File: src/rtl/hpa_pkg.sv
package hpa_pkg;

    typedef struct packed {
        logic g;
        logic p;
    } gp_t;

    // Merge a more significant group (hi) with the adjacent lower one (lo).
    function automatic gp_t gp_join2(input gp_t hi, input gp_t lo);
        gp_t r;
        r.g = hi.g | (hi.p & lo.g);
        r.p = hi.p & lo.p;
        return r;
    endfunction

    // Merge three adjacent groups, hi being the most significant.
    function automatic gp_t gp_join3(input gp_t hi, input gp_t mid, input gp_t lo);
        gp_t r;
        r.g = hi.g | (hi.p & mid.g) | (hi.p & mid.p & lo.g);
        r.p = hi.p & mid.p & lo.p;
        return r;
    endfunction

    // Number of tripling levels needed for a span to reach n.
    function automatic int unsigned ceil_log3(input int unsigned n);
        int unsigned span;
        int unsigned lv;
        span = 1;
        lv   = 0;
        while (span < n) begin
            span = span * 3;
            lv   = lv + 1;
        end
        return lv;
    endfunction

endpackage

File: src/rtl/hpa_bitgen.sv
module hpa_bitgen #(
    parameter int unsigned WIDTH = 16
) (
    input  logic [WIDTH-1:0]               op_a,
    input  logic [WIDTH-1:0]               op_b,
    output hpa_pkg::gp_t [WIDTH-1:0]       bit_gp
);
    for (genvar i = 0; i < WIDTH; i++) begin : g_bit
        assign bit_gp[i].g = op_a[i] & op_b[i];
        assign bit_gp[i].p = op_a[i] ^ op_b[i];
    end
endmodule

File: src/rtl/hpa_prefix_tree.sv
module hpa_prefix_tree #(
    parameter int unsigned WIDTH = 16,
    parameter int unsigned LOW_W = 4
) (
    input  hpa_pkg::gp_t [WIDTH-1:0] bit_gp,
    output hpa_pkg::gp_t [WIDTH-1:0] grp
);
    import hpa_pkg::*;

    localparam int unsigned L2 = (LOW_W > 1) ? $clog2(LOW_W) : 0;
    localparam int unsigned L3 = ceil_log3(WIDTH);

    // Low quarter: radix-2 doubling network, two-input cells only.
    gp_t [LOW_W-1:0] lo_net [L2+1];
    // Upper positions: radix-3 tripling network; low positions are fed in
    // as already-complete prefixes.
    gp_t [WIDTH-1:0] hi_net [L3+1];

    for (genvar j = 0; j < LOW_W; j++) begin : g_lo_in
        assign lo_net[0][j] = bit_gp[j];
    end

    for (genvar l = 0; l < L2; l++) begin : g_lo_lvl
        localparam int unsigned S = 2 ** l;
        for (genvar j = 0; j < LOW_W; j++) begin : g_lo_pos
            if (j < S) begin : g_pass
                assign lo_net[l+1][j] = lo_net[l][j];
            end else begin : g_cell2
                assign lo_net[l+1][j] = gp_join2(lo_net[l][j], lo_net[l][j-S]);
            end
        end
    end

    for (genvar j = 0; j < WIDTH; j++) begin : g_hi_in
        if (j < LOW_W) begin : g_done
            assign hi_net[0][j] = lo_net[L2][j];
        end else begin : g_raw
            assign hi_net[0][j] = bit_gp[j];
        end
    end

    for (genvar l = 0; l < L3; l++) begin : g_hi_lvl
        localparam int unsigned S = 3 ** l;
        for (genvar j = 0; j < WIDTH; j++) begin : g_hi_pos
            if (j < LOW_W) begin : g_low_hold
                assign hi_net[l+1][j] = lo_net[L2][j];
            end else if (j < S) begin : g_pass
                assign hi_net[l+1][j] = hi_net[l][j];
            end else if (j < 2 * S) begin : g_cell2
                assign hi_net[l+1][j] = gp_join2(hi_net[l][j], hi_net[l][j-S]);
            end else begin : g_cell3
                assign hi_net[l+1][j] = gp_join3(hi_net[l][j], hi_net[l][j-S],
                                                 hi_net[l][j-2*S]);
            end
        end
    end

    assign grp = hi_net[L3];
endmodule

File: src/rtl/hpa_sum.sv
module hpa_sum #(
    parameter int unsigned WIDTH = 16
) (
    input  hpa_pkg::gp_t [WIDTH-1:0] bit_gp,
    input  hpa_pkg::gp_t [WIDTH-1:0] grp,
    output logic [WIDTH-1:0]         sum,
    output logic                     carry_out
);
    assign sum[0] = bit_gp[0].p;
    for (genvar i = 1; i < WIDTH; i++) begin : g_sum
        assign sum[i] = bit_gp[i].p ^ grp[i-1].g;
    end
    assign carry_out = grp[WIDTH-1].g;
endmodule

File: src/rtl/hybrid_prefix_adder.sv
module hybrid_prefix_adder #(
    parameter int unsigned WIDTH = 16
) (
    input  logic [WIDTH-1:0] op_a,
    input  logic [WIDTH-1:0] op_b,
    output logic [WIDTH-1:0] sum,
    output logic             carry_out
);
    localparam int unsigned LOW_W = (WIDTH / 4 < 1) ? 1 : WIDTH / 4;

    hpa_pkg::gp_t [WIDTH-1:0] bit_gp;
    hpa_pkg::gp_t [WIDTH-1:0] grp;

    hpa_bitgen #(.WIDTH(WIDTH)) u_bitgen (
        .op_a   (op_a),
        .op_b   (op_b),
        .bit_gp (bit_gp)
    );

    hpa_prefix_tree #(.WIDTH(WIDTH), .LOW_W(LOW_W)) u_tree (
        .bit_gp (bit_gp),
        .grp    (grp)
    );

    hpa_sum #(.WIDTH(WIDTH)) u_sum (
        .bit_gp    (bit_gp),
        .grp       (grp),
        .sum       (sum),
        .carry_out (carry_out)
    );
endmodule

File: config.mk
export PLATFORM = sky130hd
export DESIGN_NAME = hybrid_prefix_adder
export DESIGN_NICKNAME = d
export VERILOG_FILES = /design/src/rtl/hpa_pkg.sv /design/src/rtl/hpa_bitgen.sv /design/src/rtl/hpa_prefix_tree.sv /design/src/rtl/hpa_sum.sv /design/src/rtl/hybrid_prefix_adder.sv
export SDC_FILE = /design/constraint.sdc
export NUM_CORES = 1
export LEC_CHECK = 0
export ABC_CLOCK_PERIOD_IN_PS = 3910
export BUFFER_PORTS_ARGS = -buffer_cell sky130_fd_sc_hd__buf_2
export CORE_MARGIN = 3
export CORE_UTILIZATION = 34
export DETAILED_ROUTE_END_ITERATION = 10
export PLACE_DENSITY_LB_ADDON = 0.08
export RECOVER_POWER = 25
export SYNTH_ARGS = -nofsm -noshare
export SYNTH_HDL_FRONTEND = slang
export SYNTH_HIERARCHICAL = 1
export SYNTH_SLANG_ARGS = --single-unit
File: constraint.sdc
create_clock -name vclk -period 3.91
set_clock_uncertainty 0.15 [all_clocks]
set_input_delay 0.1955 -clock vclk [all_inputs]
set_output_delay 0.1955 -clock vclk [all_outputs]
set_load 0.03 [all_outputs]
Word-level counts from Yosys, hierarchy flattened
Cells that the tools add are included.
{"block": "classes", "addsub": 0, "mul": 0, "n_div": 0, "order_cmp": 0, "n_eq_ne": 0, "n_shift": 0, "muxes": 0, "n_bitwise": 209, "n_reduce_logical": 0}
{"cell": "$and 1x1->1", "count": 120}
{"cell": "$or 1x1->1", "count": 58}
{"cell": "$xor 1x1->1", "count": 31}
{"block": "totals", "register_bits": 0, "latch_bits": 0, "mem_bits_rw": 0, "rom_bits": 0, "in_bits": 32, "output_inout_bits": 17, "word_cells": 209, "mem_count": 0}

Depth between registers and ports, before layout
{"block": "logic_depth", "word_depth": 12, "mapped_depth": 7, "mapped_depth_nobuf": 7}

Cells and area by module
The synthesis kept the hierarchy.
{"mod": "hpa_prefix_tree", "n_inst": 1, "cells_per_inst": 75, "area_per_inst_um2": 457.9, "seq_area_each_um2": 0.0}
{"mod": "hpa_bitgen", "n_inst": 1, "cells_per_inst": 16, "area_per_inst_um2": 200.2, "seq_area_each_um2": 0.0}
{"mod": "hpa_sum", "n_inst": 1, "cells_per_inst": 17, "area_per_inst_um2": 146.4, "seq_area_each_um2": 0.0}

Least setup slack after synthesis
OpenSTA, ideal clock, no wires.
{"block": "synth_timing", "kind": "input-to-output", "start": "input port op_a[1]", "end": "output port sum[14]", "arrival_ps": 2021, "required_time_ps": 3564, "slack_ps": 1543, "stages": 6, "path_buffers": 0, "path_cell_list": "ha_1 -> a21o_1 -> a221oi_2 -> o31ai_1 -> a221o_1 -> xor2_1"}
{"item": "start: declaration", "line": "hybrid_prefix_adder.sv:4", "text": "input logic [WIDTH-1:0] op_a,"}
{"item": "end: declaration", "line": "hybrid_prefix_adder.sv:6", "text": "output logic [WIDTH-1:0] sum,"}

==> results_dict.tcl <==
set metrics [dict create \
    stdcell_area_sq_um 950 \
    dr.pass1.iters 4 \
    met1_usage_pct 16.0 \
    die_h_um 51.4 \
    p_int_mw 0.0811 \
    num-clock-buffers 0 \
    wl_per_cell_um 10.2 \
    utilization_pct 51.6 \
    finalMaxSlewViolations 0 \
    grt.busiest_layer "met2" \
    crit_family "compound AO/OA/AOI/OAI gates" \
    p_clk_share_pct 0 \
    core.rowCount 15 \
    met3_usage_pct 1.75 \
    cts_hold_buf 0 \
    placed_area_sq_um 955 \
    grt_setup_unrepaired "no" \
    place_ws_ns 1.50 \
    syn_area_sq_um 701 \
    grtUsageTotal_pct 11.9 \
    path_cells "buf_2 -> ha_1 -> a21o_1 -> a221oi_2 -> o31ai_1 -> a221o_1 -> xor2_1 -> buf_2" \
    antennaDiodeCount 0 \
    slowest_stage "a221o_1" \
    hold_depth 4 \
    hold-path-endpoint "sum[15]" \
    wl_um 1650 \
    setup_viol 0 \
    synth_area_per_cell_sq_um 7.70 \
    drive_gt1_share_pct 34.3 \
    worstPathRequired_ns 3.56 \
    crit_buf_inv 2 \
    die_area_sq_um 2640 \
    outcome "finished clean" \
    globalplace.congestion 0.784 \
    tns_ns 0 \
    num_vias 801 \
    antenna_found_initial 0 \
    p_switching_mw 0.150 \
    relSlewSlack_pct 68.0 \
    cpPeakStageDelay_ns 0.36 \
    crit_top_cell "buf_2" \
    powerDensity_nw_per_um2 243 \
    min-delay-start "op_b[15]" \
    maxCapViolCount 0 \
    viasPerCell 4.94 \
    seq_power_share_pct 0 \
    p_sw_share_pct 64.9 \
    overflow 0 \
    drt_iter0_markers 5 \
    io_pins 49 \
    grt_pass1_wl_um 2660 \
    gr-usage-met2_pct 21.2 \
    nFillCells 204 \
    core-area_sq_um 1840 \
    p_leak_nw 0.567 \
    critPathKind "in2out" \
    register_area_sq_um 0 \
    grt_max_degree 8 \
    crit_fanout 4 \
    syn-num-nets 139 \
    fp.dieW_um 51.4 \
    hold_path_class "in2out" \
    cts_setup_buffers 0 \
    start_util_pct 38.1 \
    crit_arrival_ns 2.06 \
    post_cts_resized 0 \
    yosysWarnings 6 \
    cp-start-kind "primary input" \
    vdd_ir_drop_max_uv 110 \
    syn2layout_area_growth_pct 35.5 \
    port_buffers 49 \
    tightest_slew_ns 0.475 \
    fin_crit_ns 2.40 \
    detail-route-antenna-nets 0 \
    finalHoldViolations 0 \
    synth_cells 91 \
    fmax_mhz 416 \
    grt_pass1_vias 728 \
    power.total_mw 0.231 \
    drc 0 \
    combPwrFrac_pct 100.0 \
    final_net_count 187 \
    finalCritPeriodShare_pct 61.5 \
    setup_slack_ns 1.51 \
    cp-end-kind "primary output" \
    hpwl_um 1480 \
    seq_cells 0 \
]
-- layout make-up --
cell class / instances / area [sq um] / share of cell area (%)
multi-input cells: 84 / 663 / 69.8
repair buffers: 49 / 240 / 25.3
well taps: 25 / 31.3 / 3.29
inverters: 4 / 15.0 / 1.58
-- metal layers --
layer,routed length [um],share of wire (%)
met2,675,41
met4,0,0
met5,0,0
met3,148,9.0
met1,821,50
-- power groups by stage --
stage	registers [mW]	logic, mW	clock network, mW
after CTS	0	0.235	0
after global placement	0	0.233	0
after global routing	0	0.252	0
after detailed placement	0	0.233	0
final	0	0.231	0
after floorplan	0	0.174	0
-- placed cells by master (no fill, tap or decap), drive strengths merged, types with 3 or more instances in the layout --
cell type and n:
a21o 10, o21ai 4, clkbuf 4, o211ai 3, nor2 4, inv 4
buf 45, a21oi 7, xor2 15, nand3 7, ha 16, nand2 4
nor3 3
-- metrics by stage --
| step | hold WS, ns | instances |
|---|---|---|
| 2_1_floorplan | 0.479 | 91 |
| 5_1_grt | 0.755 | 162 |
| 6_report | 0.726 | 162 |
| 3_3_place_gp | 0.604 | 162 |
| 3_5_place_dp | 0.609 | 162 |
| 4_1_cts | 0.608 | 162 |
-- worst max-delay path by stage --
stage / startpoint / end / slack (ns) / depth (start not counted)
finish: op_a[3] / sum[14] / 1.51 / 8
global route: op_a[3] / sum[15] / 1.40 / 9
CTS: op_a[3] / sum[15] / 1.49 / 9
detailed placement: op_a[3] / sum[15] / 1.50 / 9
global placement: op_a[3] / sum[15] / 1.53 / 9
floorplan: op_a[3] / sum[14] / 1.55 / 6
No activity file was read; power rests on OpenSTA's default activity.
